`config.mk`:
```
export PLATFORM = sky130hd
export DESIGN_NAME = wdt_top
export DESIGN_NICKNAME = d
export VERILOG_FILES = /design/src/rtl/wdt_pkg.sv /design/src/rtl/wdt_dp.sv /design/src/rtl/wdt_ctrl.sv /design/src/rtl/wdt_top.sv
export SDC_FILE = /design/constraint.sdc
export NUM_CORES = 1
export LEC_CHECK = 0
export CAP_MARGIN = 5
export CORE_ASPECT_RATIO = 1.5
export CORE_MARGIN = 8
export CORE_UTILIZATION = 46
export CTS_BUF_LIST = sky130_fd_sc_hd__clkbuf_4 sky130_fd_sc_hd__clkbuf_8 sky130_fd_sc_hd__clkbuf_16
export CTS_CLUSTER_DIAMETER = 100
export DETAILED_ROUTE_END_ITERATION = 16
export PLACE_DENSITY = 0.74
export SYNTH_ARGS = -nofsm -noshare
export SYNTH_HDL_FRONTEND = slang
export SYNTH_SLANG_ARGS = --single-unit
```
`constraint.sdc`:
```
create_clock -name clk -period 2.9 [get_ports clk]
set_clock_uncertainty 0.2 [all_clocks]
set_input_delay 0.58 -clock clk [delete_from_list [all_inputs] [get_ports clk]]
set_output_delay 0.58 -clock clk [all_outputs]
set_load 0.02 [all_outputs]
```
`src/rtl/wdt_pkg.sv`:
```
package wdt_pkg;
  localparam int SEL_W = 3;

  typedef struct packed {
    logic             clear;
    logic             run;
    logic [SEL_W-1:0] sel;
  } wdtCtl_t;
endpackage

```
`src/rtl/wdt_dp.sv`:
```
module wdt_dp
  import wdt_pkg::*;
#(
  parameter int CNT_W = 14,
  parameter int PRE_W = 7
) (
  input  logic    clk,
  input  logic    rstIn,
  input  logic    mcEn,
  input  wdtCtl_t ctl,
  output logic    ovf
);
  localparam logic [CNT_W-1:0] LAST = {{(CNT_W-1){1'b1}}, 1'b0};

  logic [PRE_W-1:0] pre;
  logic [CNT_W-1:0] cnt;
  logic [PRE_W-1:0] preMask;
  logic             tick;

  // Low S bits of the prescaler must all be set for a main-counter tick.
  always_comb begin
    preMask = ~({PRE_W{1'b1}} << ctl.sel);
    tick    = ctl.run && mcEn && ((pre & preMask) == preMask);
    ovf     = tick && (cnt == LAST) && !ctl.clear;
  end

  always_ff @(posedge clk or posedge rstIn) begin
    if (rstIn) begin
      pre <= '0;
      cnt <= '0;
    end else if (ctl.clear || ovf) begin
      pre <= '0;
      cnt <= '0;
    end else if (ctl.run && mcEn) begin
      pre <= pre + PRE_W'(1);
      if (tick) cnt <= cnt + CNT_W'(1);
    end
  end
endmodule

```
`src/rtl/wdt_ctrl.sv`:
```
module wdt_ctrl
  import wdt_pkg::*;
#(
  parameter int          ADDR_W     = 8,
  parameter int          DATA_W     = 8,
  parameter logic [7:0]  KEY_ADDR   = 8'hA6,
  parameter logic [7:0]  SEL_ADDR   = 8'hA7,
  parameter logic [7:0]  KEY_FIRST  = 8'h1E,
  parameter logic [7:0]  KEY_SECOND = 8'hE1,
  parameter int          PULSE_LEN  = 96
) (
  input  logic              clk,
  input  logic              rstIn,
  input  logic              sfrWr,
  input  logic [ADDR_W-1:0] sfrAddr,
  input  logic [DATA_W-1:0] sfrWdata,
  input  logic              ovf,
  output wdtCtl_t           ctl,
  output logic              pulseOut
);
  localparam int PL_W = $clog2(PULSE_LEN);

  logic             keyWr;
  logic             selWr;
  logic             keyDone;
  logic             keyArmed;
  logic             enabled;
  logic [SEL_W-1:0] selReg;
  logic [PL_W-1:0]  pulseCnt;

  always_comb begin
    keyWr     = sfrWr && (sfrAddr == ADDR_W'(KEY_ADDR));
    selWr     = sfrWr && (sfrAddr == ADDR_W'(SEL_ADDR));
    keyDone   = keyWr && keyArmed && (sfrWdata == DATA_W'(KEY_SECOND));
    ctl.clear = keyDone;
    ctl.run   = enabled;
    ctl.sel   = selReg;
  end

  // Key tracking, enable latch and scale register.
  always_ff @(posedge clk or posedge rstIn) begin
    if (rstIn) begin
      keyArmed <= 1'b0;
      enabled  <= 1'b0;
      selReg   <= '0;
    end else if (ovf) begin
      keyArmed <= 1'b0;
      enabled  <= 1'b0;
      selReg   <= '0;
    end else begin
      if (keyWr) keyArmed <= (sfrWdata == DATA_W'(KEY_FIRST));
      if (keyDone) enabled <= 1'b1;
      if (selWr) selReg <= sfrWdata[SEL_W-1:0];
    end
  end

  // Fixed-length output pulse.
  always_ff @(posedge clk or posedge rstIn) begin
    if (rstIn) begin
      pulseOut <= 1'b0;
      pulseCnt <= '0;
    end else if (ovf) begin
      pulseOut <= 1'b1;
      pulseCnt <= '0;
    end else if (pulseOut) begin
      if (pulseCnt == PL_W'(PULSE_LEN - 1)) pulseOut <= 1'b0;
      else pulseCnt <= pulseCnt + PL_W'(1);
    end
  end
endmodule

```
`src/rtl/wdt_top.sv`:
```
module wdt_top
  import wdt_pkg::*;
#(
  parameter int         ADDR_W     = 8,
  parameter int         DATA_W     = 8,
  parameter int         CNT_W      = 14,
  parameter int         PRE_W      = 7,
  parameter int         PULSE_LEN  = 96,
  parameter logic [7:0] KEY_ADDR   = 8'hA6,
  parameter logic [7:0] SEL_ADDR   = 8'hA7,
  parameter logic [7:0] KEY_FIRST  = 8'h1E,
  parameter logic [7:0] KEY_SECOND = 8'hE1
) (
  input  logic              clk,
  input  logic              rstIn,
  input  logic              mcEn,
  input  logic              sfrWr,
  input  logic [ADDR_W-1:0] sfrAddr,
  input  logic [DATA_W-1:0] sfrWdata,
  output logic              wdtReset
);
  wdtCtl_t ctl;
  logic    ovf;

  wdt_ctrl #(
    .ADDR_W(ADDR_W), .DATA_W(DATA_W), .KEY_ADDR(KEY_ADDR), .SEL_ADDR(SEL_ADDR),
    .KEY_FIRST(KEY_FIRST), .KEY_SECOND(KEY_SECOND), .PULSE_LEN(PULSE_LEN)
  ) uCtrl (
    .clk(clk), .rstIn(rstIn), .sfrWr(sfrWr), .sfrAddr(sfrAddr),
    .sfrWdata(sfrWdata), .ovf(ovf), .ctl(ctl), .pulseOut(wdtReset)
  );

  wdt_dp #(.CNT_W(CNT_W), .PRE_W(PRE_W)) uDp (
    .clk(clk), .rstIn(rstIn), .mcEn(mcEn), .ctl(ctl), .ovf(ovf)
  );
endmodule

```
Word-level counts from Yosys, hierarchy flattened --
Index checks and enable logic that the tools add are counted.
Cells by class: add/sub/neg operators 3, equal/unequal tests 8, shift operators 1, muxes and demuxes 17, bitwise gates (word level) 2, reductions and logical operators 18
Operator list (count):
- 2-to-1 mux 14 bit | 3
- 2-to-1 mux 7 bit | 5
- == test 8 bit, second input constant | 3
- adder 14 x 1 -> 14 bit, second input constant | 1
- adder 7 x 1 -> 7 bit, second input constant | 2
- == test 14 bit, second input constant | 1
- nonzero test 2 bit | 6
- == test 8 x 5 -> 1 bit, second input constant | 1
- logical AND 1 bit | 8
- bitwise AND 7 bit | 1
- == test 7 bit | 1
- == test 7 bit, second input constant | 1
- 2-to-1 mux 1 bit | 7
- NOT 7 bit | 1
- << shifter 7 x 3 -> 7 bit, first input constant | 1
- 2-to-1 mux 3 bit | 2
- AND reduction 2 bit | 2
- != test 2 x 1 -> 1 bit, second input constant | 1
- zero test 1 bit | 1
- logical OR 1 bit | 1
Storage, ports and cells: register bits 34, bits of input ports 20, output and inout port bits 1, logic and storage cells 56

Logic depth before layout (Yosys ltp) --
word-level depth 10, depth in mapped cells 8, gate-level depth less buffers 7

Hierarchy --
From an unflattened synthesis, not the netlist that was laid out.
Second synthesis, totals: cell total of the unflattened synthesis 238, area, all modules 2134.5 um^2
Modules (own cells, without submodules):
- wdt_dp | times used 1, cells each 162, area an instance 1366.3 um^2, seq. area each 525.5 um^2
- wdt_ctrl | times used 1, cells each 76, area an instance 768.2 um^2, seq. area each 325.3 um^2

Worst setup path after synthesis --
Ideal clock, no wire load.
path kind input -> register, start point in sfrAddr[3], end point reg uDp.cnt[4], library setup time 0.130 ns, arrival time 1.707 ns, data required time 2.570 ns, slack 0.863 ns, cell stages on the path 6, buffers on the path 2, path through nand4b_1 nor3_1 and3_1 clkbuf_1 buf_2 o41ai_1
On the way: longest elaborated chain between the ends 9, elaborated cells between the ends (all ways) 11, classes of those cells 1 x eq/ne; 1 x mux; 9 x reduce/logical
RTL lines:
- start, declared | RTL line wdt_top.sv:18 | input logic [ADDR_W-1:0] sfrAddr,
- == test 8 bit (*) | RTL line wdt_ctrl.sv:32 | keyWr = sfrWr && (sfrAddr == ADDR_W'(KEY_ADDR));
- logical AND 1 bit (*) | RTL line wdt_ctrl.sv:32
- logical AND 1 bit (*) (2 in a row) | RTL line wdt_ctrl.sv:34 | keyDone = keyWr && keyArmed && (sfrWdata == DATA_W'(KEY_SECOND));
- zero test 1 bit | RTL line wdt_dp.sv:24 | ovf = tick && (cnt == LAST) && !ctl.clear;
- logical AND 1 bit | RTL line wdt_dp.sv:24
- logical OR 1 bit (*) | RTL line wdt_dp.sv:31 | end else if (ctl.clear || ovf) begin
- nonzero test 2 bit (no line)
- AND reduction 2 bit (no line)
- end signal, assigned | RTL line wdt_dp.sv:36 | if (tick) cnt <= cnt + CNT_W'(1);
- end, declared | RTL line wdt_dp.sv:16 | logic [CNT_W-1:0] cnt;
Every way passes the cells marked *; elsewhere a longest branch is shown, timed or not. A chain may end at the register's enable or synchronous reset.

Worst setup path after layout --
start point in mcEn, end point reg uDp.cnt[8]
On the way: longest elaborated chain between the ends 7, elaborated cells between the ends (all ways) 9, classes of those cells 1 x mux; 8 x reduce/logical
RTL lines:
- start, declared | RTL line wdt_top.sv:16 | input logic mcEn,
- logical AND 1 bit (*) | RTL line wdt_dp.sv:23, wdt_dp.sv:34
- logical AND 1 bit | RTL line wdt_dp.sv:23 | tick = ctl.run && mcEn && ((pre & preMask) == preMask);
- logical AND 1 bit (2 in a row) | RTL line wdt_dp.sv:24
- logical OR 1 bit | RTL line wdt_dp.sv:31
- nonzero test 2 bit (no line)
- AND reduction 2 bit (no line)
Marks and branches as above.

==> flow_summary.yaml <==
run_status:
  status: "finished, final reports clean"
finish:
  diodes: 0
  synthToLayoutAreaGrowth_pct: 17.1
  fin_cells: 277
  multi_input_area_sq_mm: 0.00101
  final_area_sq_mm: 0.00224
  fill_cells: 374
  drive_gt1_share_pct: 9.05
  fin_util_pct: 56.6
  fin_nets: 256
  regArea_sq_um: 851
logic_synthesis:
  synth_edf_count: 0
  synth_ff_type: "dfrtp_1"
  synthesis.nets: 231
  yosysWarningCount: 0
  synthCells: 207
  ys_seq_area_share_pct: 44.4
  synthArstFlopShare_pct: 100
  synth_top_area_share_pct: 44.4
  synth-seq-cells: 34
  synth_area_leaders: "dfrtp_1 44%, nand3_1 5.2%, nor2_1 4.5%"
  synth_common_cells: "34 x dfrtp_1, 23 x nor2_1, 21 x nand2_1"
  synthesis.area_sq_mm: 0.00191
  synth.most_common_cell: "dfrtp_1"
  yosys.cell_types.count: 45
  syn_avg_cell_area_sq_um: 9.25
  synth.largest_area_cell: "dfrtp_1"
critical_path:
  crit_path_max_fanout: 26
  worstPathArrival_ns: 2.39
  critPathBufInv: 1
  slowest_delay_ns: 0.49
  end_kind: "flip-flop"
  crit_chain: "clkdlybuf4s50_1 > nand2_1 > a21oi_1 > o211ai_4 > nand2b_1 > o41ai_1"
  required_ns: 2.86
  critPathKind: "in2reg"
  crit_family: "compound AO/OA/AOI/OAI gates"
  cp-start-kind: "input pin"
  slowest_stage: "clkdlybuf4s50_1"
place:
  hpwl_um: 2890
  port_buffers: 20
  placedCellCount: 270
  post_dp_cell_area_sq_mm: 0.00216
  place_congestion: 0.787
cts:
  cts_resized: 0
  cts.sinks: 34
  cts_buffers: 5
  clk_path_buf_depth: 2
  tritoncts: "built"
  clock_latency_ns: 0.29
  htreeDepth: 2
  postCtsSetupBuffers: 0
  ctsRootBufferMaster: "clkbuf_8"
  path_clk_slew_ns: 0.07
  hold_buffers: 0
floorplan:
  coreArea_sq_mm: 0.00396
  start_util_pct: 48.4
  die_area_sq_mm: 0.00652
  fp.dieH_um: 95.0
  num_rows: 28
  io_pins: 21
  die_w_um: 68.7
routing:
  wl_per_cell_um: 14.3
  drt_pass1_iterations: 4
  drt_iter0_drc: 95
  ant_nets: 0
  vias: 1600
  drt-total-wl_um: 3960
  drc: 0
  routed_via_density: 5.78
grt:
  grt_start_max_net_pins: 35
  antenna_found_initial: 0
  grt_first_pass_wirelength_um: 6920
  grt_pass1_vias: 1580
  gr-usage-all-layers_pct: 13.7
  overflow: 0
timing:
  rsz0062_at_grt: "false"
  maxSlewHeadroom_pct: 57.8
  setup_viol: 0
  post-route-min-period_ns: 2.42
  finalHoldViolCount: 0
  max_freq_mhz: 413
  worst_slew_pin_slew_ns: 0.628
  finalCritPeriodShare_pct: 83.5
  maxSlewViolCount: 0
  setup_tns_ns: 0
worst_hold_path:
  hp-class: "reg2reg"
pwr:
  leakagePower_nw: 0.909
  p_per_area_mw_per_mm2: 381
  ir_worst_vdd_mv: 0.263
run:
  maxCapViolCount: 0
==> flip-flops by register name, indices dropped and copies added, names as in the netlist <==
name and cells:
uDp.pre 7, uCtrl.selReg 3, uCtrl.enabled 1, uCtrl.pulseCnt 7
uCtrl.keyArmed 1, uCtrl.pulseOut 1, uDp.cnt 14
==> layout by cell type (no fill, tap or decap), drive strengths merged, types with 4 or more instances in the layout <==
cell,n
o41ai,8
and3,7
buf,4
o21ai,9
and2,6
ha,4
dfrtp,34
inv,4
xor2,6
o211ai,8
clkdlybuf4s50,20
xnor2,5
nand3,20
a21oi,15
nor2,23
clkbuf,5
nand2,22
==> report_power, final <==
group	internal [mW]	total [mW]	leakage [nW]	switching, mW
clock network	0.161	0.330	0.0438	0.169
logic	0.0277	0.0462	0.405	0.0185
registers	0.476	0.478	0.460	0.00197
==> worst reg2reg max path, delay by kind of cell, from the launching register on <==
family / cells / cell delay, ns
compound gates: 3 / 0.94
flops: 1 / 0.45
simple gates: 2 / 0.45
==> path summary, 6_finish.rpt <==
check                                       start                        end  slack [ns]  cells past startpoint
max                                          mcEn     uDp.cnt[8]$_DFFE_PP0P_        0.48                      6
min                        uDp.cnt[5]$_DFFE_PP0P_     uDp.cnt[5]$_DFFE_PP0P_        0.31                      1
max reg2reg                uDp.pre[2]$_DFFE_PP0P_     uDp.cnt[8]$_DFFE_PP0P_        0.74                      5
min reg2reg                uDp.cnt[5]$_DFFE_PP0P_     uDp.cnt[5]$_DFFE_PP0P_        0.31                      1
max in group asynchronous                   rstIn    uDp.cnt[13]$_DFFE_PP0P_        1.71                      3
min in group asynchronous                   rstIn  uCtrl.enabled$_DFFE_PP0P_        0.49                      3
==> stage by stage <==
step                hold WS [ns]  setup WS (ns)  power (mW)
floorplan                  0.268          0.863       0.501
global placement           0.286          0.244       0.534
detailed placement         0.302          0.135       0.534
CTS                        0.311          0.447       0.866
global route               0.340          0.264       0.886
finish                     0.307          0.477       0.854
==> cells by family after synthesis <==
kind of cell | count (synthesis) | synth area share, %
AO/OA/AOI/OAI | 44 | 16.1
adder cells (fa/ha/maj) | 4 | 2.61
flip-flops | 34 | 44.4
AND/OR/NAND/NOR | 103 | 28.5
XOR/XNOR | 11 | 5.03
buffers and inverters | 10 | 2.74
multiplexers | 1 | 0.523
==> final cells by class <==
type	instances	share of cell area, %
Clock inverter	2	0.446
Timing Repair Buffer	24	10.3
Inverter	4	0.670
Clock buffer	5	3.07
Sequential cell	34	37.9
Tap cell	45	2.51
Multi-Input combinational cell	163	45.1
==> routing by layer <==
metal	global-route usage, %	vias up	part of all wire [%]
met5	0	-	0
met4	4.97	0	1.1
met3	3.17	6	2.9
met2	24.6	22	55
met1	14.8	770	41
li1	-	802	-
Note: power is estimated with default switching activity, not from simulation.
